[src/rtl/edo_pkg.sv]
package edo_pkg;

   typedef enum logic [3:0] {
      ST_IDLE,
      ST_ACT,
      ST_COL,
      ST_CAS,
      ST_CP,
      ST_OPEN,
      ST_PRE,
      ST_RFC,
      ST_RFR,
      ST_RFP
   } edo_st_e;

   function automatic logic st_ras_low(edo_st_e s);
      return (s == ST_ACT) || (s == ST_COL) || (s == ST_CAS) ||
             (s == ST_CP) || (s == ST_OPEN) || (s == ST_RFR);
   endfunction

   function automatic int imax(int a, int b);
      return (a > b) ? a : b;
   endfunction

endpackage

[src/rtl/edo_ref_timer.sv]
module edo_ref_timer #(
   parameter int INTERVAL = 780
) (
   input  logic clk,
   input  logic rst_n,
   input  logic ack,
   output logic pend
);
   localparam int CW = $clog2(INTERVAL);

   logic [CW-1:0] cnt;

   always_ff @(posedge clk or negedge rst_n) begin
      if (!rst_n) begin
         cnt  <= CW'(INTERVAL - 1);
         pend <= 1'b0;
      end else if (cnt == '0) begin
         cnt  <= CW'(INTERVAL - 1);
         pend <= 1'b1;
      end else begin
         cnt <= cnt - 1'b1;
         if (ack) pend <= 1'b0;
      end
   end
endmodule

[src/rtl/edo_addr_mux.sv]
module edo_addr_mux #(
   parameter int ROW_W = 12,
   parameter int COL_W = 10
) (
   input  logic             sel_col,
   input  logic [ROW_W-1:0] row,
   input  logic [COL_W-1:0] col,
   output logic [ROW_W-1:0] a
);
   logic [ROW_W-1:0] col_ext;

   if (ROW_W > COL_W) begin : g_pad
      assign col_ext = {{(ROW_W - COL_W){1'b0}}, col};
   end else begin : g_same
      assign col_ext = col;
   end

   assign a = sel_col ? col_ext : row;
endmodule

[src/rtl/edo_lane_io.sv]
module edo_lane_io #(
   parameter int LANE_W = 8
) (
   input  logic              clk,
   input  logic              rst_n,
   input  logic              cas_on,
   input  logic              lane_en,
   input  logic              sample,
   input  logic [LANE_W-1:0] dq_lane,
   output logic              cas_n,
   output logic [LANE_W-1:0] rd_lane
);
   assign cas_n = !(cas_on && lane_en);

   always_ff @(posedge clk or negedge rst_n) begin
      if (!rst_n)      rd_lane <= '0;
      else if (sample) rd_lane <= lane_en ? dq_lane : '0;
   end
endmodule

[src/rtl/edo_page_ctrl.sv]
module edo_page_ctrl
   import edo_pkg::*;
#(
   parameter int ROW_W        = 12,
   parameter int COL_W        = 10,
   parameter int LANE_W       = 8,
   parameter int T_RCD        = 2,
   parameter int T_CAS        = 1,
   parameter int T_CP         = 1,
   parameter int T_RAS        = 3,
   parameter int T_RP         = 2,
   parameter int T_CSR        = 1,
   parameter int REF_INTERVAL = 780
) (
   input  logic                      clk,
   input  logic                      rst_n,
   input  logic                      req_valid,
   output logic                      req_ready,
   input  logic                      req_write,
   input  logic [ROW_W+COL_W-1:0]    req_addr,
   input  logic [1:0]                req_be,
   input  logic [2*LANE_W-1:0]       req_wdata,
   output logic                      rsp_valid,
   output logic [2*LANE_W-1:0]       rsp_rdata,
   output logic [ROW_W-1:0]          dram_a,
   output logic                      dram_ras_n,
   output logic                      dram_casl_n,
   output logic                      dram_cash_n,
   output logic                      dram_we_n,
   output logic                      dram_oe_n,
   output logic [2*LANE_W-1:0]       dram_dq_out,
   output logic                      dram_dq_oe,
   input  logic [2*LANE_W-1:0]       dram_dq_in
);
   localparam int LANES  = 2;
   localparam int T_MAX  = imax(imax(imax(T_RCD, T_CAS), imax(T_CP, T_RAS)), imax(T_RP, T_CSR));
   localparam int CNT_W  = $clog2(T_MAX + 1);
   localparam int RAS_W  = $clog2(T_RAS + 1) + 1;

   if (ROW_W < COL_W) begin : g_bad_addr
      $error("edo_page_ctrl: ROW_W must be at least COL_W");
   end
   if (T_RCD < 1 || T_CAS < 1 || T_CP < 1 || T_RAS < 1 || T_RP < 1 || T_CSR < 1) begin : g_bad_t
      $error("edo_page_ctrl: timing counts must be at least one cycle");
   end
   if (REF_INTERVAL < 2 * T_MAX + 8) begin : g_bad_ref
      $error("edo_page_ctrl: REF_INTERVAL too short for the timing counts");
   end

   edo_st_e          st, st_n;
   logic [CNT_W-1:0] cnt, ld_v;
   logic             ld, done;
   logic             have, cur_write;
   logic [ROW_W-1:0] cur_row, open_row;
   logic [COL_W-1:0] cur_col;
   logic [LANES-1:0] cur_be, strobe_en, cas_n_v;
   logic [2*LANE_W-1:0] cur_wdata;
   logic [RAS_W-1:0] ras_cnt;
   logic             ras_low, ras_ok, hit, fire;
   logic             ref_pend, ref_ack, in_ref, cas_on, sel_col, sample;

   assign done    = (cnt == '0);
   assign hit     = (cur_row == open_row);
   assign ras_low = st_ras_low(st);
   assign ras_ok  = (ras_cnt >= RAS_W'(T_RAS));
   assign req_ready = ((st == ST_IDLE) || (st == ST_OPEN)) && !have && !ref_pend;
   assign fire    = req_valid && req_ready;
   assign sample  = (st == ST_CP) && done && !cur_write;

   edo_ref_timer #(.INTERVAL(REF_INTERVAL)) u_ref (
      .clk (clk), .rst_n (rst_n), .ack (ref_ack), .pend (ref_pend)
   );

   always_comb begin
      st_n    = st;
      ld      = 1'b0;
      ld_v    = '0;
      ref_ack = 1'b0;
      unique case (st)
         ST_IDLE: begin
            if (have) begin
               st_n = ST_ACT; ld = 1'b1; ld_v = CNT_W'(T_RCD - 1);
            end else if (ref_pend) begin
               st_n = ST_RFC; ld = 1'b1; ld_v = CNT_W'(T_CSR - 1); ref_ack = 1'b1;
            end
         end
         ST_ACT:  if (done) st_n = ST_COL;
         ST_COL:  begin st_n = ST_CAS; ld = 1'b1; ld_v = CNT_W'(T_CAS - 1); end
         ST_CAS:  if (done) begin st_n = ST_CP; ld = 1'b1; ld_v = CNT_W'(T_CP - 1); end
         ST_CP:   if (done) st_n = ST_OPEN;
         ST_OPEN: begin
            if (have && hit) begin
               st_n = ST_COL;
            end else if ((have || ref_pend) && ras_ok) begin
               st_n = ST_PRE; ld = 1'b1; ld_v = CNT_W'(T_RP - 1);
            end
         end
         ST_PRE: begin
            if (done) begin
               if (have) begin
                  st_n = ST_ACT; ld = 1'b1; ld_v = CNT_W'(T_RCD - 1);
               end else if (ref_pend) begin
                  st_n = ST_RFC; ld = 1'b1; ld_v = CNT_W'(T_CSR - 1); ref_ack = 1'b1;
               end else begin
                  st_n = ST_IDLE;
               end
            end
         end
         ST_RFC:  if (done) begin st_n = ST_RFR; ld = 1'b1; ld_v = CNT_W'(T_RAS - 1); end
         ST_RFR:  if (done) begin st_n = ST_RFP; ld = 1'b1; ld_v = CNT_W'(T_RP - 1); end
         ST_RFP:  if (done) st_n = ST_IDLE;
         default: st_n = ST_IDLE;
      endcase
   end

   always_ff @(posedge clk or negedge rst_n) begin
      if (!rst_n) begin
         st        <= ST_IDLE;
         cnt       <= '0;
         have      <= 1'b0;
         cur_write <= 1'b0;
         cur_row   <= '0;
         cur_col   <= '0;
         cur_be    <= '1;
         cur_wdata <= '0;
         open_row  <= '0;
         ras_cnt   <= '0;
         rsp_valid <= 1'b0;
      end else begin
         st        <= st_n;
         rsp_valid <= sample;
         if (ld)         cnt <= ld_v;
         else if (!done) cnt <= cnt - 1'b1;
         if (!ras_low)    ras_cnt <= '0;
         else if (!ras_ok) ras_cnt <= ras_cnt + 1'b1;
         if (st_n == ST_ACT && st != ST_ACT) open_row <= cur_row;
         if (fire) begin
            have      <= 1'b1;
            cur_write <= req_write;
            cur_row   <= req_addr[COL_W +: ROW_W];
            cur_col   <= req_addr[COL_W-1:0];
            cur_be    <= (req_be == '0) ? '1 : req_be;
            cur_wdata <= req_wdata;
         end else if (st == ST_CP && done) begin
            have <= 1'b0;
         end
      end
   end

   assign in_ref    = (st == ST_RFC) || (st == ST_RFR);
   assign cas_on    = (st == ST_CAS) || in_ref;
   assign strobe_en = in_ref ? '1 : cur_be;
   assign sel_col   = (st == ST_COL) || (st == ST_CAS) || (st == ST_CP) || (st == ST_OPEN);

   for (genvar i = 0; i < LANES; i++) begin : g_lane
      edo_lane_io #(.LANE_W(LANE_W)) u_lane (
         .clk     (clk),
         .rst_n   (rst_n),
         .cas_on  (cas_on),
         .lane_en (strobe_en[i]),
         .sample  (sample),
         .dq_lane (dram_dq_in[i*LANE_W +: LANE_W]),
         .cas_n   (cas_n_v[i]),
         .rd_lane (rsp_rdata[i*LANE_W +: LANE_W])
      );
   end

   edo_addr_mux #(.ROW_W(ROW_W), .COL_W(COL_W)) u_amux (
      .sel_col (sel_col), .row (cur_row), .col (cur_col), .a (dram_a)
   );

   assign dram_ras_n  = !ras_low;
   assign dram_casl_n = cas_n_v[0];
   assign dram_cash_n = cas_n_v[1];
   assign dram_we_n   = !(cur_write && ((st == ST_COL) || (st == ST_CAS)));
   assign dram_oe_n   = !(!cur_write && ((st == ST_CAS) || (st == ST_CP)));
   assign dram_dq_oe  = cur_write && ((st == ST_COL) || (st == ST_CAS));
   assign dram_dq_out = cur_wdata;
endmodule

[config.mk]
export PLATFORM = sky130hd
export DESIGN_NAME = edo_page_ctrl
export DESIGN_NICKNAME = d
export VERILOG_FILES = /design/src/rtl/edo_pkg.sv /design/src/rtl/edo_ref_timer.sv /design/src/rtl/edo_addr_mux.sv /design/src/rtl/edo_lane_io.sv /design/src/rtl/edo_page_ctrl.sv
export SDC_FILE = /design/constraint.sdc
export NUM_CORES = 1
export LEC_CHECK = 0
export BUFFER_PORTS_ARGS = -buffer_cell sky130_fd_sc_hd__clkbuf_2
export CAP_MARGIN = 10
export CELL_PAD_IN_SITES_DETAIL_PLACEMENT = 1
export CELL_PAD_IN_SITES_GLOBAL_PLACEMENT = 1
export CORE_ASPECT_RATIO = 1.2
export CORE_UTILIZATION = 42
export DETAILED_ROUTE_END_ITERATION = 12
export PLACE_DENSITY = 0.8
export SYNTH_ARGS = -nofsm -noshare
export SYNTH_HDL_FRONTEND = slang
export SYNTH_HIERARCHICAL = 1
export SYNTH_SLANG_ARGS = --single-unit
[constraint.sdc]
create_clock -name clk -period 2.7 [get_ports clk]
set_input_delay 0.27 -clock clk [delete_from_list [all_inputs] [get_ports clk]]
set_output_delay 0.27 -clock clk [all_outputs]
set_load 0.1 [all_outputs]
==> metrics list, run 1 <==
* Largest net degree at the start of global routing: 49
* Slew of the pin with the lowest slew margin: 878 ps
* Grt total ovfl: 0
- For this run, the leading register cell type out of synthesis is sky130_fd_sc_hd__dfrtp_1.
* Time the worst path needs with I/O delays and setup: 2530 ps
* Count of buffers added by post-CTS timing repair for setup: 0
* Max Clk Rate: 395 MHz
- In this run the horizontal extent of the chip is 95.8 um.
* Synth Net Count: 442
- Fraction of registers with async set or reset after synthesis: 100%
* DPL Wire Length: 7440 um
* Net count reported at finish: 553
- After synthesis, the largest family of logic cells by area is multiplexers.
* Buffer depth of the longest clock path: 2
* Cell type with the largest total area after synthesis: sky130_fd_sc_hd__dfrtp_1
- Source of the worst register-to-register timing path: cnt[0]$_DFFE_PN0P_
* Critical path launch point type: register
* Met3 wire len: 531 um
* Post-DR wirelength/cell: 17.1 um
- Critical Setup Path Class: register to primary output
- Max-cap violation count: 0
- Counting cells, the worst reg-to-reg path comes to 7.
- Hold Startpoint: req_wdata[7]
- Multiplexer cells account for 17.4% of the synthesized area.
- Count of routing violations after the opening detailed-route iteration: 119
- Clock latency at the later pin of the worst-skew pair: 350 ps
- The die covers 11000 um^2.
* Met1 WL: 4420 um
- Synthesized instance count: 378
- Drt pass-1 iters: 4
* Complex-gate fraction of the synthesized area: 9.00%
* Final number of setup-violating endpoints: 0
- Measured against its own limit, the worst slew margin works out to 40.9%.
- Among all cell types in the netlist, the one instantiated most often is sky130_fd_sc_hd__dfrtp_1.
- Setup slack of the worst register-to-register path: 270 ps
- Buffers inserted during clock tree synthesis total 9.
- Number of global-route vias before repair: 3541
- The count of nets left with antenna violations once routing finished came out at 0.
- Cell types with the largest area share after synthesis: sky130_fd_sc_hd__dfrtp_1 (47%), sky130_fd_sc_hd__mux2_2 (11%), sky130_fd_sc_hd__mux2_4 (5.8%), sky130_fd_sc_hd__dfstp_2 (4.1%), sky130_fd_sc_hd__xnor2_1 (3.2%)
- During placement, the flow inserted port buffers numbering 111.
- In this run the cell area measured after placement is 5290 um^2.
- Per-instance average area after synthesis: 11.7 um^2
- Layout cells sized above 1: 43.7%
* Basic-gate share of the synthesized area counting and, or, nand and nor cells: 12.3%
- The filler cells instantiated in the layout total 1094.
* Number of distinct library cell variants in the gate-level netlist after synthesis: 56
* Relative area change from synthesis to final layout: 26.2%
- After synthesis the cells add up to 4440 um^2.
* Post-synth EDFFs: 0
- Final TNS setup: 0 ps
- After clock tree synthesis, the clock-pin slew on the worst setup and hold paths is 70 ps.
* Run status: complete, no violations
- Count of yosys warnings during synthesis: 6
* Area of all sequential standard cells: 2290 um^2
- Clock tree synthesis selected as its root buffer the cell sky130_fd_sc_hd__clkbuf_16.
* Worst r2r dst: open_row[8]$_DFFE_PN0P_
- CTS HTree Levels: 3
* Hold Fails Final Rpt: 0
- Area used by multi-input combinational logic: 1940 um^2
- The top cell type by area accounts for 47.4% of the synthesized area.
- Pin placement for this block handled 112 I/O pins.
- Clock tree from TritonCTS: done
- The floorplan has 40 rows.
* Wire length of the first global-routing pass: 17400 um
- The repair_antennas step left the layout with diodes totalling 0.
* Period Utilization, post-route: 93.7%
- Crit path capture type: primary output
* RSZ-0062 raised after global routing: false
- The initial antenna violation count was 0.
- Across every metal layer, demand over resource in global routing totals 21.0%.
- Via density per instance: 5.37
- Worst clock skew: 6.81 ps
- Synthesis inferred 91 register bits.
- Summing the sequential cell areas from Yosys gives 51.5% of the chip area.
- Max-slew violations: 0
- Type of the tightest min-delay check: input pin to register
- For this run, design rule violations remaining after detail routing come to 0.
- Post-detailed-routing wire length: 10600 um
- Along the worst hold path, the cell count comes to 2.
- In this run the worst path has a maximum fanout of 22.
* Clk sinks: 91
- Post-route cell area: 5600 um^2
- In the detailed route, the total length drawn on met2 is 5380 um.
- Routability-driven placement congestion ratio: 0.790
- Arrival @ worst endpoint: 2260 ps
* Xor-xnor portion of the synthesized cell area: 3.36%
- STA puts the critical path data required time at 2430 ps.
- The detailed router used layers up to and including met4.
- Vert. Die Dim: 115 um
* Fraction of the mapped netlist area in adder cells: 1.35%
* Floorplan core area: 10200 um^2
- The worst hold path terminates at dram_dq_out[7]$_DFFE_PN0P_.
- Across all layers, the routed design uses 3331 vias.
* Commonest cells in the synthesized netlist: sky130_fd_sc_hd__dfrtp_1 (84), sky130_fd_sc_hd__mux2_2 (45), sky130_fd_sc_hd__inv_1 (26)
- Starting utilization of the core area: 43.7%
-- how the worst max path moves through the flow --
stage,from,to,slack [ps]
5_1_grt,st[1]$_DFF_PN0_,dram_ras_n,20
4_1_cts,st[1]$_DFF_PN0_,dram_casl_n,70
2_1_floorplan,st[1]$_DFF_PN0_,dram_dq_oe,400
6_report,st[1]$_DFF_PN0_,dram_casl_n,170
3_3_place_gp,cnt[0]$_DFFE_PN0P_,open_row[8]$_DFFE_PN0P_,470
3_5_place_dp,cnt[0]$_DFFE_PN0P_,open_row[11]$_DFFE_PN0P_,320
-- cells by family (layout without fill, tap and decap cells) --
kind of cell             after synthesis  in the layout
XOR/XNOR                              17             17
adder cells (fa/ha/maj)                5              5
multiplexers                          63             63
flip-flops                            91             91
buffers and inverters                 45            161
AO/OA/AOI/OAI                         62             62
AND/OR/NAND/NOR                       95             95
-- worst max-delay path, stage by stage, from the launching register on --
cell,delay (ps)
sky130_fd_sc_hd__dfrtp_1,770
sky130_fd_sc_hd__nor2b_1,420
sky130_fd_sc_hd__nand2_1,150
sky130_fd_sc_hd__nand2b_1,140
sky130_fd_sc_hd__nand2_1,70
sky130_fd_sc_hd__clkbuf_2,370
-- cell type report --
type | count | area share [%]
Clock buffer | 12 | 4.22
Inverter | 26 | 1.81
Tap cell | 126 | 2.82
Multi-Input combinational cell | 242 | 34.6
Sequential cell | 91 | 40.8
Clock inverter | 4 | 0.939
Timing Repair Buffer | 119 | 14.8
-- per-layer routing --
layer,global-route usage (%),up-vias
met3,4.45,19
met2,36.1,96
li1,-,1555
met1,24.4,1661
met4,10.2,0
met5,0,-
-- placed cells by master (no fill, tap or decap), drive strengths merged, types with 2 or more instances in the layout --
master / synthesis / final
nand4b: 2 / 2
nand2b: 7 / 7
a21oi: 7 / 7
a221oi: 3 / 3
o22ai: 5 / 5
a211oi: 3 / 3
mux2: 62 / 62
o31ai: 2 / 2
buf: 10 / 20
o21a: 2 / 2
and2b: 2 / 2
o211ai: 2 / 2
dfstp: 7 / 7
clkbuf: 9 / 110
nand3: 22 / 22
or4: 4 / 4
nand2: 18 / 18
inv: 26 / 25
clkinv: 0 / 3
ha: 4 / 4
nand3b: 2 / 2
nor2: 15 / 15
nor3b: 2 / 2
nand4: 2 / 2
and2: 2 / 2
nor3: 2 / 2
dfrtp: 84 / 84
xnor2: 16 / 16
or3: 2 / 2
nor2b: 3 / 3
nor4: 4 / 4
and3b: 3 / 3
o21ai: 28 / 28
a22oi: 2 / 2
-- flip-flops by register name, summed over array words and instances (netlist names) --
register	cells
dram_dq_out	16
g_lane.u_lane/rd_lane	16
cur_row	12
open_row	12
cur_col	10
u_ref/cnt	10
st	4
ras_cnt	3
cnt	2
cur_be	2
cur_write	1
have	1
rsp_valid	1
u_ref/pend	1
-- what timing repair did --
| action | in CTS | in global routing |
|---|---|---|
| gates resized for setup | 0 | 1 |
| setup endpoints to repair | 0 | 2 |
| endpoints found under the hold margin | 43 | 0 |
| hold buffers | 1 | 0 |
-- metrics by stage --
step           std cells  utilization, %  hold slack, ps  setup slack, ps
5_1_grt              620            55.1             151             20.2
3_3_place_gp         603            52.1             298              468
2_1_floorplan        378               -           -25.6              398
3_5_place_dp         603            52.1             315              320
4_1_cts              620            55.0             145             70.5
6_report             620            55.1             152              171
Power of run 1 is left out: the tool's default activity adds up to more than one toggle a clock period on the data nets, which glitch-free logic cannot reach.
==> run 2: changes to the inputs <==
==> constraint.sdc (replaced) <==
create_clock -name clk -period 2.7 [get_ports clk]
set_input_delay 0.27 -clock clk [delete_from_list [all_inputs] [get_ports clk]]
set_output_delay 0.27 -clock clk [all_outputs]
set_load 0.01 [all_outputs]
==> metrics list, run 2 (synthesized netlist as in run 1, its figures left out) <==
* Drt pass-1 iters: 4 (unchanged)
- The share of the core filled with cells is 53.4% (-1.7 points).
- Count of standard-cell rows: 40 (unchanged)
- Vert. Die Dim: 115 um (unchanged)
- The detailed-route wire length per cell is 16.5 um (-3.7%).
* RSZ-0062 raised after global routing: false
* Setup slack of the worst register-to-register path: 280 ps (about the same)
- The total half-perimeter wirelength after legalization and detailed placement is 7240 um (-2.7%).
- Buffer depth of the longest clock path: 2 (unchanged)
- The area of the core region came to 10200 um^2 (unchanged).
- Via density per instance: 5.32 (-1.0%)
* Routability-driven placement congestion ratio: 0.811 (+2.6%)
- The pin slew with the least headroom to its limit was 758 ps (-120 ps).
* Met3 wire len: 486 um (-8.5%)
- The worst path setup slack after routing was 259 ps (+88.2 ps).
* Worst-path clk slew: 70 ps (about the same)
- Crit path capture type: primary output
- Total met2 wirelength after detailed routing: 5040 um (-6.3%)
* Commonest non-fill, non-tap cell in the layout: sky130_fd_sc_hd__clkbuf_2
* Arrival @ worst endpoint: 2170 ps (-90 ps)
- Period Utilization, post-route: 90.4% (-3.3 points)
* Number of global-route vias before repair: 3436 (-3.0%)
* Post-detailed-routing wire length: 10200 um (-3.5%)
- Switching share of power: 36.6%
- The critical path starts at st[2]$_DFF_PN0_.
* Overall die area: 11000 um^2 (unchanged)
* Critical path launch point type: register
- Clock latency at the later pin of the worst-skew pair: 340 ps (about the same)
* Time the worst path needs with I/O delays and setup: 2440 ps (-88.2 ps)
- The share of total power dissipated in the clock network is 18.7%.
- The total count of hold-check failures in the final report was 0 (unchanged).
* Max-slew headroom at the worst pin: 49.0% (+8.1 points)
* Final number of setup-violating endpoints: 0 (unchanged)
- The number of buffers inserted by port buffering was 111 (unchanged).
- VDD IR-drop max: 0.641 mV
* Max-slew violations: 0 (unchanged)
* Starting utilization of the core area: 43.7% (unchanged)
* Largest fanout on the critical path: 15 (-32%)
- Width of the die: 95.8 um (unchanged)
- Combinational Power Share: 44.3%
* Grt total ovfl: 0 (unchanged)
- The overall global routing resource usage came to 20.3% (-0.63 points).
* Sequential share of power: 37.0%
- The post-route clock skew is 7.49 ps (+0.683 ps).
* Top library cells by usage in the layout, fill and taps aside: sky130_fd_sc_hd__clkbuf_2 (110), sky130_fd_sc_hd__dfrtp_1 (84), sky130_fd_sc_hd__mux2_2 (45), sky130_fd_sc_hd__inv_1 (26), sky130_fd_sc_hd__o21ai_0 (23)
* Termination of the worst setup path: dram_a[9]
- Wire length of the first global-routing pass: 17000 um (-2.3%)
- The met1 wire length is 4470 um (+1.2%).
* Cell area power density: 1240 nW/um^2
- Signal routing reaches up to met4.
- The number of clock sinks came to 91 (unchanged).
- Max-cap violation count: 0 (unchanged)
- The cell sitting at the root of the clock tree is a sky130_fd_sc_hd__clkbuf_16.
- Max Clk Rate: 410 MHz (+3.6%)
* Source of the worst register-to-register timing path: st[2]$_DFF_PN0_
- The tightest min-delay check is of the input pin to register type.
- The number of buffers added by the clock tree synthesis step was 9 (unchanged).
* Internal: 0.00427 W
* Net Sw Power: 0.00247 W
- Worst r2r dst: open_row[6]$_DFFE_PN0P_
* LEAKAGE: 2.56 nW
* Number of routed nets with antenna violations: 0 (unchanged)
* Cell depth of the worst flop-to-flop path: 4 (-3)
- CTS HTree Levels: 3 (unchanged)
* Total via count after detailed routing: 3302 (-0.87%)
* Critical Setup Path Class: register to primary output
- TritonCTS built the clock tree.
* Initial antenna violation count: 0 (unchanged)
- Net count reported at finish: 554 (+0.18%)
* Count of routing violations after the opening detailed-route iteration: 155 (+30%)
- The count of inserted antenna diode cells was 0 (unchanged).
- Relative to the synthesized area, the layout overhead comes to 22.3%.
- The pin count of the biggest net entering global routing was 55 (+12%).
- The pre-CTS setup slack came to 319 ps (-0.417 ps).
* Post-route DRC violation count: 0 (unchanged)
- Run status: complete, no violations
- Req. time, crit path: 2430 ps (about the same)
- Final TNS setup: 0 ps (unchanged)
- Number of I/O pins: 112 (unchanged)
- Layout cells sized above 1: 43.6% (-0.088 points)
- Count of buffers added by post-CTS timing repair for setup: 0 (unchanged)
-- run 2: cell types whose count changed in the layout (fill, tap and decap cells not counted), sizes merged --
cell / previous run / this run
clkinv: 3 / 1
buf: 20 / 9
clkinvlp: 1 / 2
inv: 25 / 27
clkbuf: 110 / 121
-- run 2: how the worst min path moves through the flow --
stage	startpoint	endpoint	slack [ps]	cells past startpoint
after floorplan	rst_n	cnt[0]$_DFFE_PN0P_	-30	0
after global placement	rst_n	g_lane[1].u_lane/rd_lane[2]$_DFFE_PN0P_	270	1
after detailed placement	rst_n	g_lane[1].u_lane/rd_lane[3]$_DFFE_PN0P_	280	1
after CTS	req_addr[7]	cur_col[7]$_DFFE_PN0P_	140	2
after global routing	req_addr[5]	cur_col[5]$_DFFE_PN0P_	150	2
final	req_addr[7]	cur_col[7]$_DFFE_PN0P_	150	2
-- run 2: cell type report --
class                   count  area [um^2]
multi-input cells         242         1930
fillers                  1119         4740
clock buffers              11          233
well taps                 126          158
repair buffers            120          653
clock inverters             5         62.6
inverters                  26         97.6
flip-flops and latches     91         2290
-- run 2: worst max-delay path, stage by stage (launching register included) --
cell                       delay [ps]
sky130_fd_sc_hd__dfrtp_1          570
sky130_fd_sc_hd__inv_1            260
sky130_fd_sc_hd__nand2_1           80
sky130_fd_sc_hd__a21oi_1          160
sky130_fd_sc_hd__buf_4            260
sky130_fd_sc_hd__mux2_2           360
sky130_fd_sc_hd__clkbuf_2         130
-- run 2: power by group through the flow --
| stage | Combinational [W] | Sequential [W] | Clock [W] |
|---|---|---|---|
| after floorplan | 0.00211 | 0.00245 | 0 |
| after global placement | 0.00288 | 0.00245 | 0 |
| after detailed placement | 0.00300 | 0.00250 | 0 |
| after CTS | 0.00304 | 0.00249 | 0.00131 |
| after global routing | 0.00330 | 0.00259 | 0.00135 |
| final | 0.00299 | 0.00249 | 0.00126 |
-- run 2: timing repair --
item / 4_1_cts / 5_1_grt
endpoints found under the setup margin: 0 / 2
endpoints found under the hold margin: 32 / 0
gates resized for setup: 0 / 1
hold buffers: 1 / 0
-- run 2: layer usage --
metal / global-route usage [%] / vias up
met5: 0 / -
met4: 7.56 / 0
met3: 4.71 / 19
met2: 33.0 / 106
met1: 26.3 / 1623
li1: - / 1554
-- run 2: stage by stage --
stage,area [um^2],hold WS [ps],power [W],instances
finish,5420,153,0.00675,621
global route,5420,146,0.00724,621
CTS,5420,143,0.00684,621
detailed placement,5110,277,0.00551,604
global placement,5110,274,0.00533,604
floorplan,4440,-25.6,0.00456,378
Power figures use the tool's default switching activity.
==> run 3: changes to the inputs <==
--- a/config.mk
+++ b/config.mk
@@ -10,9 +10,10 @@
 export CELL_PAD_IN_SITES_DETAIL_PLACEMENT = 1
 export CELL_PAD_IN_SITES_GLOBAL_PLACEMENT = 1
 export CORE_ASPECT_RATIO = 1.2
-export CORE_UTILIZATION = 42
+export CORE_UTILIZATION = 45
 export DETAILED_ROUTE_END_ITERATION = 12
-export PLACE_DENSITY = 0.8
+export PLACE_DENSITY = 0.85
+export RECOVER_POWER = 100
 export SYNTH_ARGS = -nofsm -noshare
 export SYNTH_HDL_FRONTEND = slang
 export SYNTH_HIERARCHICAL = 1
==> constraint.sdc (replaced) <==
create_clock -name clk -period 3 [get_ports clk]
set_input_delay 0.3 -clock clk [delete_from_list [all_inputs] [get_ports clk]]
set_output_delay 0.3 -clock clk [all_outputs]
set_load 0.01 [all_outputs]
==> metrics list, run 3 (synthesized netlist as in run 1, its figures left out) <==
* Post-detailed-routing wire length: 10100 um (-1.6%)
* Count of cells resized by post-cts repair: 0 (unchanged)
- Hold endpoint: dram_dq_out[14]$_DFFE_PN0P_
- The count of inserted antenna diode cells came to 0 (unchanged).
* Largest net degree at the start of global routing: 44 (-20%)
* Clock tree from TritonCTS: done
- Met1 routing resource usage after global routing: 26.8% (+0.58 points)
- Max-cap violation count: 0 (unchanged)
- The die boundary height came to 111 um (-3.3%).
* Source of the worst register-to-register timing path: cnt[0]$_DFFE_PN0P_
- The global-route wire length before repair came to 17000 um (about the same).
- Grt total ovfl: 0 (unchanged)
* Overall die area: 10300 um^2 (-6.5%)
- The signal on the critical path passes through nand2b_1, a21oi_1, clkbuf_2, mux2_1, clkbuf_2.
- The met3 track demand over resource came to 3.84% (-0.87 points).
- CTS HTree Levels: 3 (unchanged)
- Final TNS setup: 0 ps (unchanged)
- Drt pass-1 iters: 4 (unchanged)
- Slew of the pin with the lowest slew margin: 1120 ps (+367 ps)
* Run status: complete, no violations
* Number of I/O pins: 112 (unchanged)
- Floorplan core area: 9560 um^2 (-5.9%)
- The count of cells along the worst register-to-register path was 9 (+5).
* Max Clk Rate: 385 MHz
* Via density per instance: 5.28 (-0.64%)
- The reported leakage power came to 2.35 nW (-8.3%).
- The total power divided by cell area is 1100 nW/um^2 (-12%).
* Post-route DRC violation count: 0 (unchanged)
* Post-route cell area: 5220 um^2 (-3.7%)
- Max-slew violations: 0 (unchanged)
* Number of routed nets with antenna violations: 0 (unchanged)
- The post-route clock skew came to 10.0 ps (+2.54 ps).
- Clock latency at the later pin of the worst-skew pair: 340 ps (about the same)
* Relative area change from synthesis to final layout: 17.7%
- Hold Startpoint: req_wdata[14]
- Routing layer with the top usage in global route: met2
- The overall power consumption is 0.00574 W (-15%).
- Commonest non-fill, non-tap cell in the layout: sky130_fd_sc_hd__dfrtp_1
* Clock root buffer: sky130_fd_sc_hd__clkbuf_16
- Count of standard-cell rows: 39 (-2.5%)
* Total via count after detailed routing: 3265 (-1.1%)
- Post-DR wirelength/cell: 16.3 um (-1.1%)
- The instance count after placement with tap cells included was 601 (-0.50%).
* Critical Setup Path Class: register to primary output
- The met2 usage is 35.3% (+2.2 points).
- The share of the core filled with cells was 54.6% (+1.2 points).
* Layout cells sized above 1: 30.3% (-13 points)
* Arrival @ worst endpoint: 2300 ps (+130 ps)
- Overall Global Routing Usage: 21.0% (+0.68 points)
- Net count reported at finish: 554 (unchanged)
- For this design, the slowest cell found on the critical path is sky130_fd_sc_hd__dfrtp_1.
- VDD IR-drop max: 0.579 mV (-9.7%)
* Width of the die: 92.6 um (-3.3%)
- The filler-free cell count of the finished design is 618 (-0.48%).
- STA classifies the critical path endpoint as a primary output.
- The total count of hold-check failures in the final report was 0 (unchanged).
- Routability-driven placement congestion ratio: 0.759 (-6.3%)
- Final number of setup-violating endpoints: 0 (unchanged)
* Largest fanout on the critical path: 22 (+7)
* Cell mode on critical path: sky130_fd_sc_hd__clkbuf_2
- Critical path launch point type: register
- Type of the tightest min-delay check: input pin to register
- Total of buffers placed on input and output ports: 111 (unchanged)
- Worst-path clk slew: 70 ps (about the same)
- The number of buffers added by the clock tree synthesis step is 9 (unchanged).
- The maximum buffer depth of the clock tree came to 2 (unchanged).
* Clk sinks: 91 (unchanged)
- Number of global-route vias before repair: 3459 (+0.67%)
* Worst r2r dst: g_lane[0].u_lane/rd_lane[5]$_DFFE_PN0P_
- The fill cell instance count of the final layout came to 1084 (-3.1%).
* Max-slew headroom at the worst pin: 25.0% (-24 points)
- Initial antenna violation count: 0 (unchanged)
- The initial detailed-routing violation count is 109 (-30%).
* Req. time, crit path: 2700 ps (+270 ps)
- The instance area at placement came to 5090 um^2 (-0.49%).
- The routed design could run at a clock period as short as 2600 ps.
- The total half-perimeter wirelength after legalization and detailed placement was 7160 um (-1.1%).
- Of the available clock period, the critical path in the final layout requires 86.7%.
- Hold Path Cell Cnt: 2 (unchanged)
- The buffers inserted during post-CTS setup optimization was 0 (unchanged).
- The initial standard-cell utilization of the core is 46.4% (+2.7 points).
- Setup slack of the worst register-to-register path: 440 ps (+160 ps)
- CP peak stage delay: 610 ps (+40 ps)
- RSZ-0062 raised after global routing: false
- In the layout the commonest cells are sky130_fd_sc_hd__dfrtp_1 (84), sky130_fd_sc_hd__clkbuf_2 (73), sky130_fd_sc_hd__mux2_2 (45), sky130_fd_sc_hd__clkbuf_1 (44), sky130_fd_sc_hd__inv_1 (26).
==> run 3: cell types whose count changed in the layout (fill, tap and decap cells not counted), sizes merged <==
cell,change
buf,-7
clkbuf,+7
clkinv,+3
clkinvlp,-2
bufinv,-1
==> run 3: layout make-up <==
class,count,area [um^2],area share [%]
Multi-Input combinational cell,242,1840,35.2
Sequential cell,91,2290,43.8
Clock inverter,5,36.3,0.695
Timing Repair Buffer,120,556,10.6
Clock buffer,11,253,4.84
Inverter,26,97.6,1.87
Tap cell,123,154,2.95
==> run 3: through the flow <==
stage / hold slack, ps / setup slack (ps)
after CTS: 181 / 355
after global routing: 180 / 189
after global placement: 320 / 759
after detailed placement: 326 / 667
after floorplan: 4.41 / 817
final: 188 / 400
==> run 3: layer usage <==
layer / vias to the layer above / routed length [um] / share of wire (%)
met2: 96 / 5070 / 50
met3: 15 / 474 / 4.7
met4: 0 / 184 / 1.8
met5: - / 0 / 0
li1: 1553 / - / -
met1: 1601 / 4340 / 43
==> run 3: worst max path at each step <==
stage / from / end / slack [ps] / cells after the start
after floorplan: st[2]$_DFF_PN0_ / g_lane[0].u_lane/rd_lane[0]$_DFFE_PN0P_ / 820 / 6
after global placement: st[2]$_DFF_PN0_ / open_row[7]$_DFFE_PN0P_ / 760 / 4
after detailed placement: st[2]$_DFF_PN0_ / open_row[5]$_DFFE_PN0P_ / 670 / 4
after CTS: st[1]$_DFF_PN0_ / dram_cash_n / 360 / 5
after global routing: cnt[1]$_DFFE_PN0P_ / g_lane[1].u_lane/rd_lane[7]$_DFFE_PN0P_ / 190 / 9
final: st[1]$_DFF_PN0_ / dram_a[6] / 400 / 5
==> run 3: repair_timing <==
item,in CTS,in global routing
endpoints found under the setup margin,0,0
hold buffers,1,0
endpoints found under the hold margin,36,0
==> run 3: critical path: cells and delay by family (launching register included) <==
| kind | cells | cell delay [ps] |
|---|---|---|
| and+or+nand+nor | 1 | 270 |
| AOI/OAI and AO/OA | 1 | 210 |
| muxes | 1 | 380 |
| DFF | 1 | 610 |
| buffers and inverters | 2 | 490 |
==> run 3: power breakdown <==
| part | switching, W | leakage [nW] | internal (W) |
|---|---|---|---|
| clock | 0.000495 | 0.146 | 0.000611 |
| sequential | 0.000429 | 1.08 | 0.00178 |
| combinational | 0.00127 | 1.12 | 0.00115 |
